$ cat src/rtl/xchg_pkg.sv
package xchg_pkg;
  // Registered drive state of the two ports, active high.
  typedef struct packed {
    logic a_on;
    logic b_on;
  } drive_t;

  localparam drive_t DRIVE_OFF = '{a_on: 1'b0, b_on: 1'b0};
endpackage

$ cat src/rtl/xchg_en_reg.sv
module xchg_en_reg #(
  parameter int W = 12
) (
  input  logic         clk,
  input  logic         rst,
  input  logic         ld_n,
  input  logic [W-1:0] d,
  output logic [W-1:0] q
);
  always_ff @(posedge clk) begin
    if (rst)        q <= '0;
    else if (!ld_n) q <= d;
  end
endmodule

$ cat src/rtl/xchg_a2b_path.sv
module xchg_a2b_path #(
  parameter int NARROW_W = 12
) (
  input  logic                clk,
  input  logic                rst,
  input  logic [NARROW_W-1:0] a_in,
  input  logic                ld_a1_n,
  input  logic                ld_a2_n,
  output logic [NARROW_W-1:0] b1_out,
  output logic [NARROW_W-1:0] b2_out
);
  logic [NARROW_W-1:0] front_q;

  // Front stage of the deep path: captures the first word.
  xchg_en_reg #(.W(NARROW_W)) u_front (
    .clk(clk), .rst(rst), .ld_n(ld_a1_n), .d(a_in), .q(front_q)
  );
  // Rear stage of the deep path and the shallow path share the second enable.
  xchg_en_reg #(.W(NARROW_W)) u_rear (
    .clk(clk), .rst(rst), .ld_n(ld_a2_n), .d(front_q), .q(b1_out)
  );
  xchg_en_reg #(.W(NARROW_W)) u_shallow (
    .clk(clk), .rst(rst), .ld_n(ld_a2_n), .d(a_in), .q(b2_out)
  );

  p_front_load_r2: assert property (@(posedge clk) disable iff (rst)
    !ld_a1_n |=> front_q == $past(a_in));
  p_front_hold_r2: assert property (@(posedge clk) disable iff (rst)
    ld_a1_n |=> $stable(front_q));
  p_rear_step_r3: assert property (@(posedge clk) disable iff (rst)
    !ld_a2_n |=> b1_out == $past(front_q));
  p_rear_hold_r3: assert property (@(posedge clk) disable iff (rst)
    ld_a2_n |=> $stable(b1_out));
  p_shallow_load_r4: assert property (@(posedge clk) disable iff (rst)
    !ld_a2_n |=> b2_out == $past(a_in));
  p_pair_align_r5: assert property (@(posedge clk) disable iff (rst)
    (!ld_a1_n && ld_a2_n) ##1 (ld_a1_n && !ld_a2_n)
      |=> (b1_out == $past(a_in, 2)) && (b2_out == $past(a_in)));
  p_overlap_r10: assert property (@(posedge clk) disable iff (rst)
    (!ld_a1_n && !ld_a2_n)
      |=> (front_q == $past(a_in)) && (b1_out == $past(front_q)));
endmodule

$ cat src/rtl/xchg_b2a_path.sv
module xchg_b2a_path #(
  parameter int NARROW_W = 12
) (
  input  logic                clk,
  input  logic                rst,
  input  logic [NARROW_W-1:0] b1_in,
  input  logic [NARROW_W-1:0] b2_in,
  input  logic                ld_b1_n,
  input  logic                ld_b2_n,
  input  logic                sel,
  output logic [NARROW_W-1:0] a_out
);
  localparam int NSRC = 2;

  logic [NARROW_W-1:0] cap_d  [NSRC];
  logic [NARROW_W-1:0] cap_q  [NSRC];
  logic                cap_ld [NSRC];

  assign cap_d[0]  = b1_in;
  assign cap_d[1]  = b2_in;
  assign cap_ld[0] = ld_b1_n;
  assign cap_ld[1] = ld_b2_n;

  for (genvar i = 0; i < NSRC; i++) begin : g_cap
    xchg_en_reg #(.W(NARROW_W)) u_cap (
      .clk(clk), .rst(rst), .ld_n(cap_ld[i]), .d(cap_d[i]), .q(cap_q[i])
    );
  end

  // Select acts without a clock on the held words.
  always_comb a_out = sel ? cap_q[0] : cap_q[1];

  p_cap1_load_r6: assert property (@(posedge clk) disable iff (rst)
    !ld_b1_n |=> cap_q[0] == $past(b1_in));
  p_cap1_hold_r6: assert property (@(posedge clk) disable iff (rst)
    ld_b1_n |=> $stable(cap_q[0]));
  p_cap2_load_r6: assert property (@(posedge clk) disable iff (rst)
    !ld_b2_n |=> cap_q[1] == $past(b2_in));
  p_cap2_hold_r6: assert property (@(posedge clk) disable iff (rst)
    ld_b2_n |=> $stable(cap_q[1]));
endmodule

$ cat src/rtl/xchg_oe_sync.sv
module xchg_oe_sync
  import xchg_pkg::*;
(
  input  logic   clk,
  input  logic   rst,
  input  logic   oe_a_n,
  input  logic   oe_b_n,
  output drive_t drv
);
  always_ff @(posedge clk) begin
    if (rst) drv <= DRIVE_OFF;
    else     drv <= '{a_on: ~oe_a_n, b_on: ~oe_b_n};
  end

  p_a_sampled_r8: assert property (@(posedge clk) disable iff (rst)
    1'b1 |=> drv.a_on == !$past(oe_a_n));
  p_b_sampled_r8: assert property (@(posedge clk) disable iff (rst)
    1'b1 |=> drv.b_on == !$past(oe_b_n));
  p_both_off_r9: assert property (@(posedge clk) disable iff (rst)
    (oe_a_n && oe_b_n) |=> !drv.a_on && !drv.b_on);
  p_both_on_r9: assert property (@(posedge clk) disable iff (rst)
    (!oe_a_n && !oe_b_n) |=> drv.a_on && drv.b_on);
endmodule

$ cat src/rtl/xchg_narrow_wide.sv
module xchg_narrow_wide
  import xchg_pkg::*;
#(
  parameter int NARROW_W = 12
) (
  input  logic                clk,
  input  logic                rst,
  input  logic [NARROW_W-1:0] a_in,
  input  logic                ld_a1_n,
  input  logic                ld_a2_n,
  input  logic [NARROW_W-1:0] b1_in,
  input  logic [NARROW_W-1:0] b2_in,
  input  logic                ld_b1_n,
  input  logic                ld_b2_n,
  input  logic                sel,
  input  logic                oe_a_n,
  input  logic                oe_b_n,
  output logic [NARROW_W-1:0] a_out,
  output logic                a_drive,
  output logic [NARROW_W-1:0] b1_out,
  output logic [NARROW_W-1:0] b2_out,
  output logic                b_drive
);
  drive_t drv;

  xchg_a2b_path #(.NARROW_W(NARROW_W)) u_a2b (
    .clk(clk), .rst(rst), .a_in(a_in), .ld_a1_n(ld_a1_n), .ld_a2_n(ld_a2_n),
    .b1_out(b1_out), .b2_out(b2_out)
  );

  xchg_b2a_path #(.NARROW_W(NARROW_W)) u_b2a (
    .clk(clk), .rst(rst), .b1_in(b1_in), .b2_in(b2_in),
    .ld_b1_n(ld_b1_n), .ld_b2_n(ld_b2_n), .sel(sel), .a_out(a_out)
  );

  xchg_oe_sync u_oe (
    .clk(clk), .rst(rst), .oe_a_n(oe_a_n), .oe_b_n(oe_b_n), .drv(drv)
  );

  assign a_drive = drv.a_on;
  assign b_drive = drv.b_on;
endmodule

$ cat config.mk
export PLATFORM = sky130hd
export DESIGN_NAME = xchg_narrow_wide
export DESIGN_NICKNAME = d
export VERILOG_FILES = /design/src/rtl/xchg_pkg.sv /design/src/rtl/xchg_en_reg.sv /design/src/rtl/xchg_a2b_path.sv /design/src/rtl/xchg_b2a_path.sv /design/src/rtl/xchg_oe_sync.sv /design/src/rtl/xchg_narrow_wide.sv
export SDC_FILE = /design/constraint.sdc
export NUM_CORES = 1
export LEC_CHECK = 0
export BUFFER_PORTS_ARGS = -buffer_cell sky130_fd_sc_hd__buf_2
export CORE_MARGIN = 2
export CORE_UTILIZATION = 30
export DETAILED_ROUTE_END_ITERATION = 7
export RECOVER_POWER = 25
export SLEW_MARGIN = 25
export SYNTH_ARGS = -nofsm -noshare
export SYNTH_HDL_FRONTEND = slang
export SYNTH_SLANG_ARGS = --single-unit
export TNS_END_PERCENT = 20
$ cat constraint.sdc
create_clock -name clk -period 1 [get_ports clk]
set_input_delay 0.15 -clock clk [delete_from_list [all_inputs] [get_ports clk]]
set_output_delay 0.15 -clock clk [all_outputs]
set_load 0.01 [all_outputs]
==> results of run 1 <==
## layout by cell type, fill, tap and decap left out
master	netlist	layout
clkinv_2	0	2
buf_12	2	5
dfxtp_1	62	45
clkbuf_1	0	2
buf_2	7	70
bufinv_16	0	2
clkbuf_8	0	10
buf_4	0	2
nor2_1	62	62
mux2_2	12	8
mux2_4	0	4
buf_6	5	12
dlygate4sd3_1	0	2
dfxtp_2	0	17
mux2i_1	60	60
## worst register-to-register path: cells and delay by family, from the launching register on
kind	cells	cell delay, ns
DFF	1	0.32
muxes	1	0.13
and+or+nand+nor	1	0.05
buffers and inverters	1	0.12
## through the flow
stage	instance area, um2	setup slack (ns)	instances	hold slack, ns	util [%]
after floorplan	2340	0.230	210	0.222	-
after global routing	3210	-0.238	405	0.0361	42.0
final	3210	-0.199	405	0.0420	42.0
after CTS	3150	-0.210	403	0.0273	41.2
after global placement	2850	-0.0136	385	0.306	37.2
after detailed placement	2850	-0.0173	385	0.318	37.2
## final cells by class
class	instances	area, um2	share of cell area, %
Sequential cell	62	1260	39.3
Multi-Input combinational cell	134	983	30.6
Timing Repair Buffer	91	621	19.3
Clock buffer	12	145	4.52
Tap cell	102	128	3.98
Clock inverter	4	70.1	2.18
## path summary, 6_finish.rpt
path,end
max reg2reg,u_b2a.g_cap[1].u_cap.q[2]
min,u_b2a.g_cap[1].u_cap.q[7]
max,a_out[9]
min reg2reg,u_a2b.u_shallow.q[0]
## timing repair
| action | in CTS | in global routing |
|---|---|---|
| buffers inserted | 0 | 2 |
| hold buffers | 2 | 0 |
| endpoints found under the setup margin | 12 | 20 |
| resized for setup | 13 | 23 |
| endpoints found under the hold margin | 2 | 0 |
| pin swaps | 0 | 0 |
## power groups by stage
stage	logic [uW]	registers, uW	clock network (uW)
floorplan	371	2740	0
detailed placement	625	2720	0
finish	687	2670	2400
global placement	612	2720	0
global route	754	2690	2600
CTS	674	2670	2480
## metal layers
| layer | GRT usage (%) | vias up | share of wire (%) |
|---|---|---|---|
| met2 | 18.9 | 74 | 44 |
| met1 | 13.8 | 787 | 45 |
| li1 | - | 872 | - |
| met5 | 0 | - | 0 |
| met4 | 5.97 | 0 | 1.4 |
| met3 | 6.75 | 8 | 10 |
## cell families after synthesis
group | Yosys count | share of synthesized area, %
and+or+nand+nor | 62 | 9.94
DFF | 62 | 53.0
buffers and inverters | 14 | 5.61
muxes | 72 | 31.4
## registers in the layout (all words and copies together) (netlist names)
signal and cells:
u_a2b.u_front.q 12, u_a2b.u_rear.q 12, u_a2b.u_shallow.q 12, u_b2a.g_cap.u_cap.q 24, u_oe.drv 2
==> impl_metrics.yaml, run 1 <==
power_and_ir_drop:
  p_leak_uw: 0.00161
  swShare_pct: 22.7
  p_seq_share_pct: 46.4
  total_power_uw: 5770
  power.switching_uw: 1310
  intPower_uw: 4450
  pwr-share-clk_pct: 41.7
  peakVddDrop_v: 0.000820
  power_density_mw_per_mm2: 1800
  pwr-share-comb_pct: 11.9
floorplanning:
  fp.dieW_um: 92.3
  ioPinCount: 83
  rows: 32
  fp.dieArea_mm2: 0.00853
  die_h_um: 92.3
  coreArea_mm2: 0.00765
  initial_utilization_pct: 30.6
yosys:
  ys_types: 7
  ys_ff_latch: 62
  synth_area_leader_cell: "dfxtp_1"
  synth_cells: 210
  synth_top_area_share_pct: 53.0
  netlist_area_mm2: 0.00234
  yosys-top-cells-area: "dfxtp_1, mux2i_1, nor2_1, mux2_2, buf_6"
  syn_area_per_cell_um2: 11.1
  synth_edf_count: 0
  synth_flop_cell: "dfxtp_1"
  ys_seq_area_share_pct: 53.0
  syn_nets: 255
  synth_commonest_cells: "dfxtp_1, nor2_1, mux2i_1"
  synth_warnings: 0
  async_flop_share_pct: 0
clocking:
  cts_tree: "yes"
  path_clk_slew_ns: 0.07
  cts.sinks: 62
  clk_latency_ns: 0.34
  cts_buffers: 9
  root_buffer: "clkbuf_8"
  htreeDepth: 3
  clk_path_buf_depth: 2
min_path:
  hold_path.class: "primary input to register"
  whs_path_depth: 3
  hold_path_startpoint: "b2_in[7]"
worst_setup_path:
  r2r-start: "u_b2a.g_cap[1].u_cap.q[2]"
  worst_path_max_delay_cell: "dfxtp_2"
  critPathMaxStageDelay_ns: 0.32
  cp_data_required_time_ns: 0.85
  path_delay_family: "flip-flops"
  cp_num_buf_inv: 1
  path_cells: "mux2_4, buf_6"
  crit_path_end_kind: "output port"
  crit_type: "register to output port"
  ff2ff_path_depth: 3
  r2r_slack_ns: 0.28
  cp.arrival_ns: 1.05
  worst-path-max-fanout: 2
  path_depth: 2
  worstSetupStartpointType: "register"
  critPathLaunch: "u_b2a.g_cap[1].u_cap.q[9]"
timing:
  fmax_mhz: 834
  finalMaxSlewViolations: 0
  finalSetupViolCount: 12
  rsz0062_at_grt: "yes"
  fin_tns_setup_ns: -2.27
  slew_headroom_pct: 74.8
  worst_slack_ns: -0.199
  finalHoldViolCount: 0
  period_share_pct: 120
  period_minus_slack_ns: 1.20
  worstMarginPinSlew_ns: 0.379
  fin_skew_ns: 0.00420
place:
  gp_congestion: 0.669
  io_buffers: 82
  dpl.hpwl_um: 3240
routing:
  remaining_drc_errors: 0
  ant_nets: 0
  dr.first_iter.drc_count: 12
  wirelength_um: 4850
  via_per_inst: 4.30
  wl_per_cell_um: 12.0
  firstDrtPassIters: 4
  vias: 1741
global_routing:
  antenna_found_initial: 0
  grt_max_degree: 37
  grt_usage_pct: 12.3
  grt_pass1_vias: 1774
  overflow: 0
  grt_pass1_wl_um: 8120
run_status:
  violations: "setup timing"
  outcome: "finished with violations"
finish:
  antennaDiodeCount: 0
  area_delta_synth_final_pct: 37.1
  fillers: 769
  drive_above_1_share_pct: 43.6
  final_nets: 343
flow_run:
  drv_cap: 0
No activity file was read; power rests on OpenSTA's default activity.
==> run 2: changes to the inputs <==
--- a/config.mk
+++ b/config.mk
@@ -9,6 +9,7 @@
 export CORE_MARGIN = 2
 export CORE_UTILIZATION = 30
 export DETAILED_ROUTE_END_ITERATION = 7
+export PLACE_DENSITY = 0.55
 export RECOVER_POWER = 25
 export SLEW_MARGIN = 25
 export SYNTH_ARGS = -nofsm -noshare
==> run 2 against run 1 <==
  * The flow still finishes with violations (setup timing)
  * Core utilization about the same
  * Cell count decreased by 0.25%
  * Fmax increased by 0.72%
  * Die area unchanged
  * Wire length decreased by 3.2%
==> impl_metrics.yaml, run 2 (synthesis gave the netlist of run 1 again) <==
finish:
  largest_register_ffs: 24
  mostFrequentLayoutCells: "buf_2, nor2_1, mux2i_1"
  antennaDiodeCount: 0
  final_common_cell: "buf_2"
  largest-register: "u_b2a.g_cap.u_cap.q"
  multiInputGateArea_um2: 976
  fillers: 739
  area_delta_synth_final_pct: 37.0
  regArea_mm2: 0.00126
  final_nets: 342
  drive_above_1_share_pct: 42.4
power_and_ir_drop:
  pwr-share-clk_pct: 43.0
  p_leak_uw: 0.00161
  power.switching_uw: 1280
  swShare_pct: 21.9
  peakVddDrop_v: 0.000650
  pwr-share-comb_pct: 11.5
  intPower_uw: 4590
  power_density_mw_per_mm2: 1830
  p_seq_share_pct: 45.5
clocking:
  post-cts-setup-buffer-count: 0
  cts.sinks: 62
  path_clk_slew_ns: 0.07
  root_buffer: "clkbuf_8"
  cts_buffers: 9
  htreeDepth: 3
  clk_latency_ns: 0.32
  clk_path_buf_depth: 2
  cts_tree: "yes"
timing:
  finalHoldViolCount: 0
  hold_ws_ns: 0.0549
  finalMaxSlewViolations: 0
  period_share_pct: 119
  finalSetupViolCount: 12
  period_minus_slack_ns: 1.19
  rsz0062_at_grt: "yes"
  fmax_mhz: 840
  worst_slack_ns: -0.190
  fin_skew_ns: 0.00130
  slew_headroom_pct: 74.4
  worstMarginPinSlew_ns: 0.383
worst_setup_path:
  r2r-start: "u_b2a.g_cap[0].u_cap.q[4]"
  crit_path_end_kind: "output port"
  worst-path-max-fanout: 2
  path_delay_family: "flip-flops"
  cp_num_buf_inv: 1
  cp_data_required_time_ns: 0.85
  critPathLaunch: "u_b2a.g_cap[1].u_cap.q[2]"
  worst_path_max_delay_cell: "dfxtp_2"
  worstSetupStartpointType: "register"
  r2r_slack_ns: 0.38
  crit_type: "register to output port"
  path_cells: "mux2_2, buf_6"
  cp.arrival_ns: 1.04
  critPathMaxStageDelay_ns: 0.33
floorplanning:
  fp.dieArea_mm2: 0.00853
  initial_utilization_pct: 30.6
  die_h_um: 92.3
  fp.dieW_um: 92.3
  rows: 32
  ioPinCount: 83
  coreArea_mm2: 0.00765
routing:
  firstDrtPassIters: 4
  ant_nets: 0
  vias: 1729
  via_per_inst: 4.28
  dr.first_iter.drc_count: 26
  wirelength_um: 4690
  remaining_drc_errors: 0
  wl_per_cell_um: 11.6
run_status:
  outcome: "finished with violations"
  violations: "setup timing"
place:
  io_buffers: 82
  post-place-ws_ns: -0.0193
  gp_congestion: 0.670
  dpl.hpwl_um: 3160
global_routing:
  grt_max_degree: 32
  grt_pass1_vias: 1667
  antenna_found_initial: 0
  grt_usage_pct: 11.4
  grt_pass1_wl_um: 7680
  overflow: 0
min_path:
  hold_path.class: "primary input to register"
  hold_path_startpoint: "b2_in[8]"
flow_run:
  drv_cap: 0
[run 2: metal layers]
metal	global-route usage [%]	part of all wire (%)
met2	17.6	45
met1	13.7	46
met3	4.80	8.0
met4	5.22	1.1
met5	0	0
[run 2: path summary, 6_finish.rpt]
| check | to | cells past startpoint |
|---|---|---|
| min reg2reg | u_a2b.u_rear.q[8] | 2 |
| max | a_out[2] | 2 |
| max reg2reg | u_b2a.g_cap[0].u_cap.q[4] | 2 |
| min | u_b2a.g_cap[1].u_cap.q[8] | 3 |
[run 2: area by class of cell]
| class | count | area share (%) |
|---|---|---|
| multi-input cells | 134 | 30.4 |
| well taps | 102 | 3.98 |
| clock buffers | 13 | 5.27 |
| clock inverters | 3 | 2.03 |
| flip-flops and latches | 62 | 39.2 |
| repair buffers | 90 | 19.1 |
[run 2: worst reg2reg max path, stage by stage, from the launching register on]
cell and delay (ns):
dfxtp_1 0.32, mux2i_1 0.14, nor2_1 0.06
[run 2: power by group through the flow]
stage / clock, uW / sequential, uW / combinational [uW]
global route: 2750 / 2690 / 740
finish: 2520 / 2670 / 674
detailed placement: 0 / 2720 / 635
floorplan: 0 / 2740 / 371
global placement: 0 / 2720 / 623
CTS: 2620 / 2670 / 670
[run 2: through the flow]
stage                     total power [uW]  util, %  cells  cell area, um2  setup TNS, ns
after floorplan                       3110        -    210            2340              0
final                                 5870     42.0    404            3210          -2.16
after global routing                  6180     42.0    404            3210          -2.72
after global placement                3350     37.5    386            2870        -0.0183
after CTS                             5960     41.4    404            3170          -2.40
after detailed placement              3360     37.5    386            2870        -0.0408
[run 2: repair_timing]
item | in CTS | in global routing
hold buffers | 2 | 0
endpoints found under the setup margin | 12 | 15
pin swaps | 0 | 0
cloned | 0 | 0
resized for setup | 9 | 17
endpoints found under the hold margin | 2 | 0
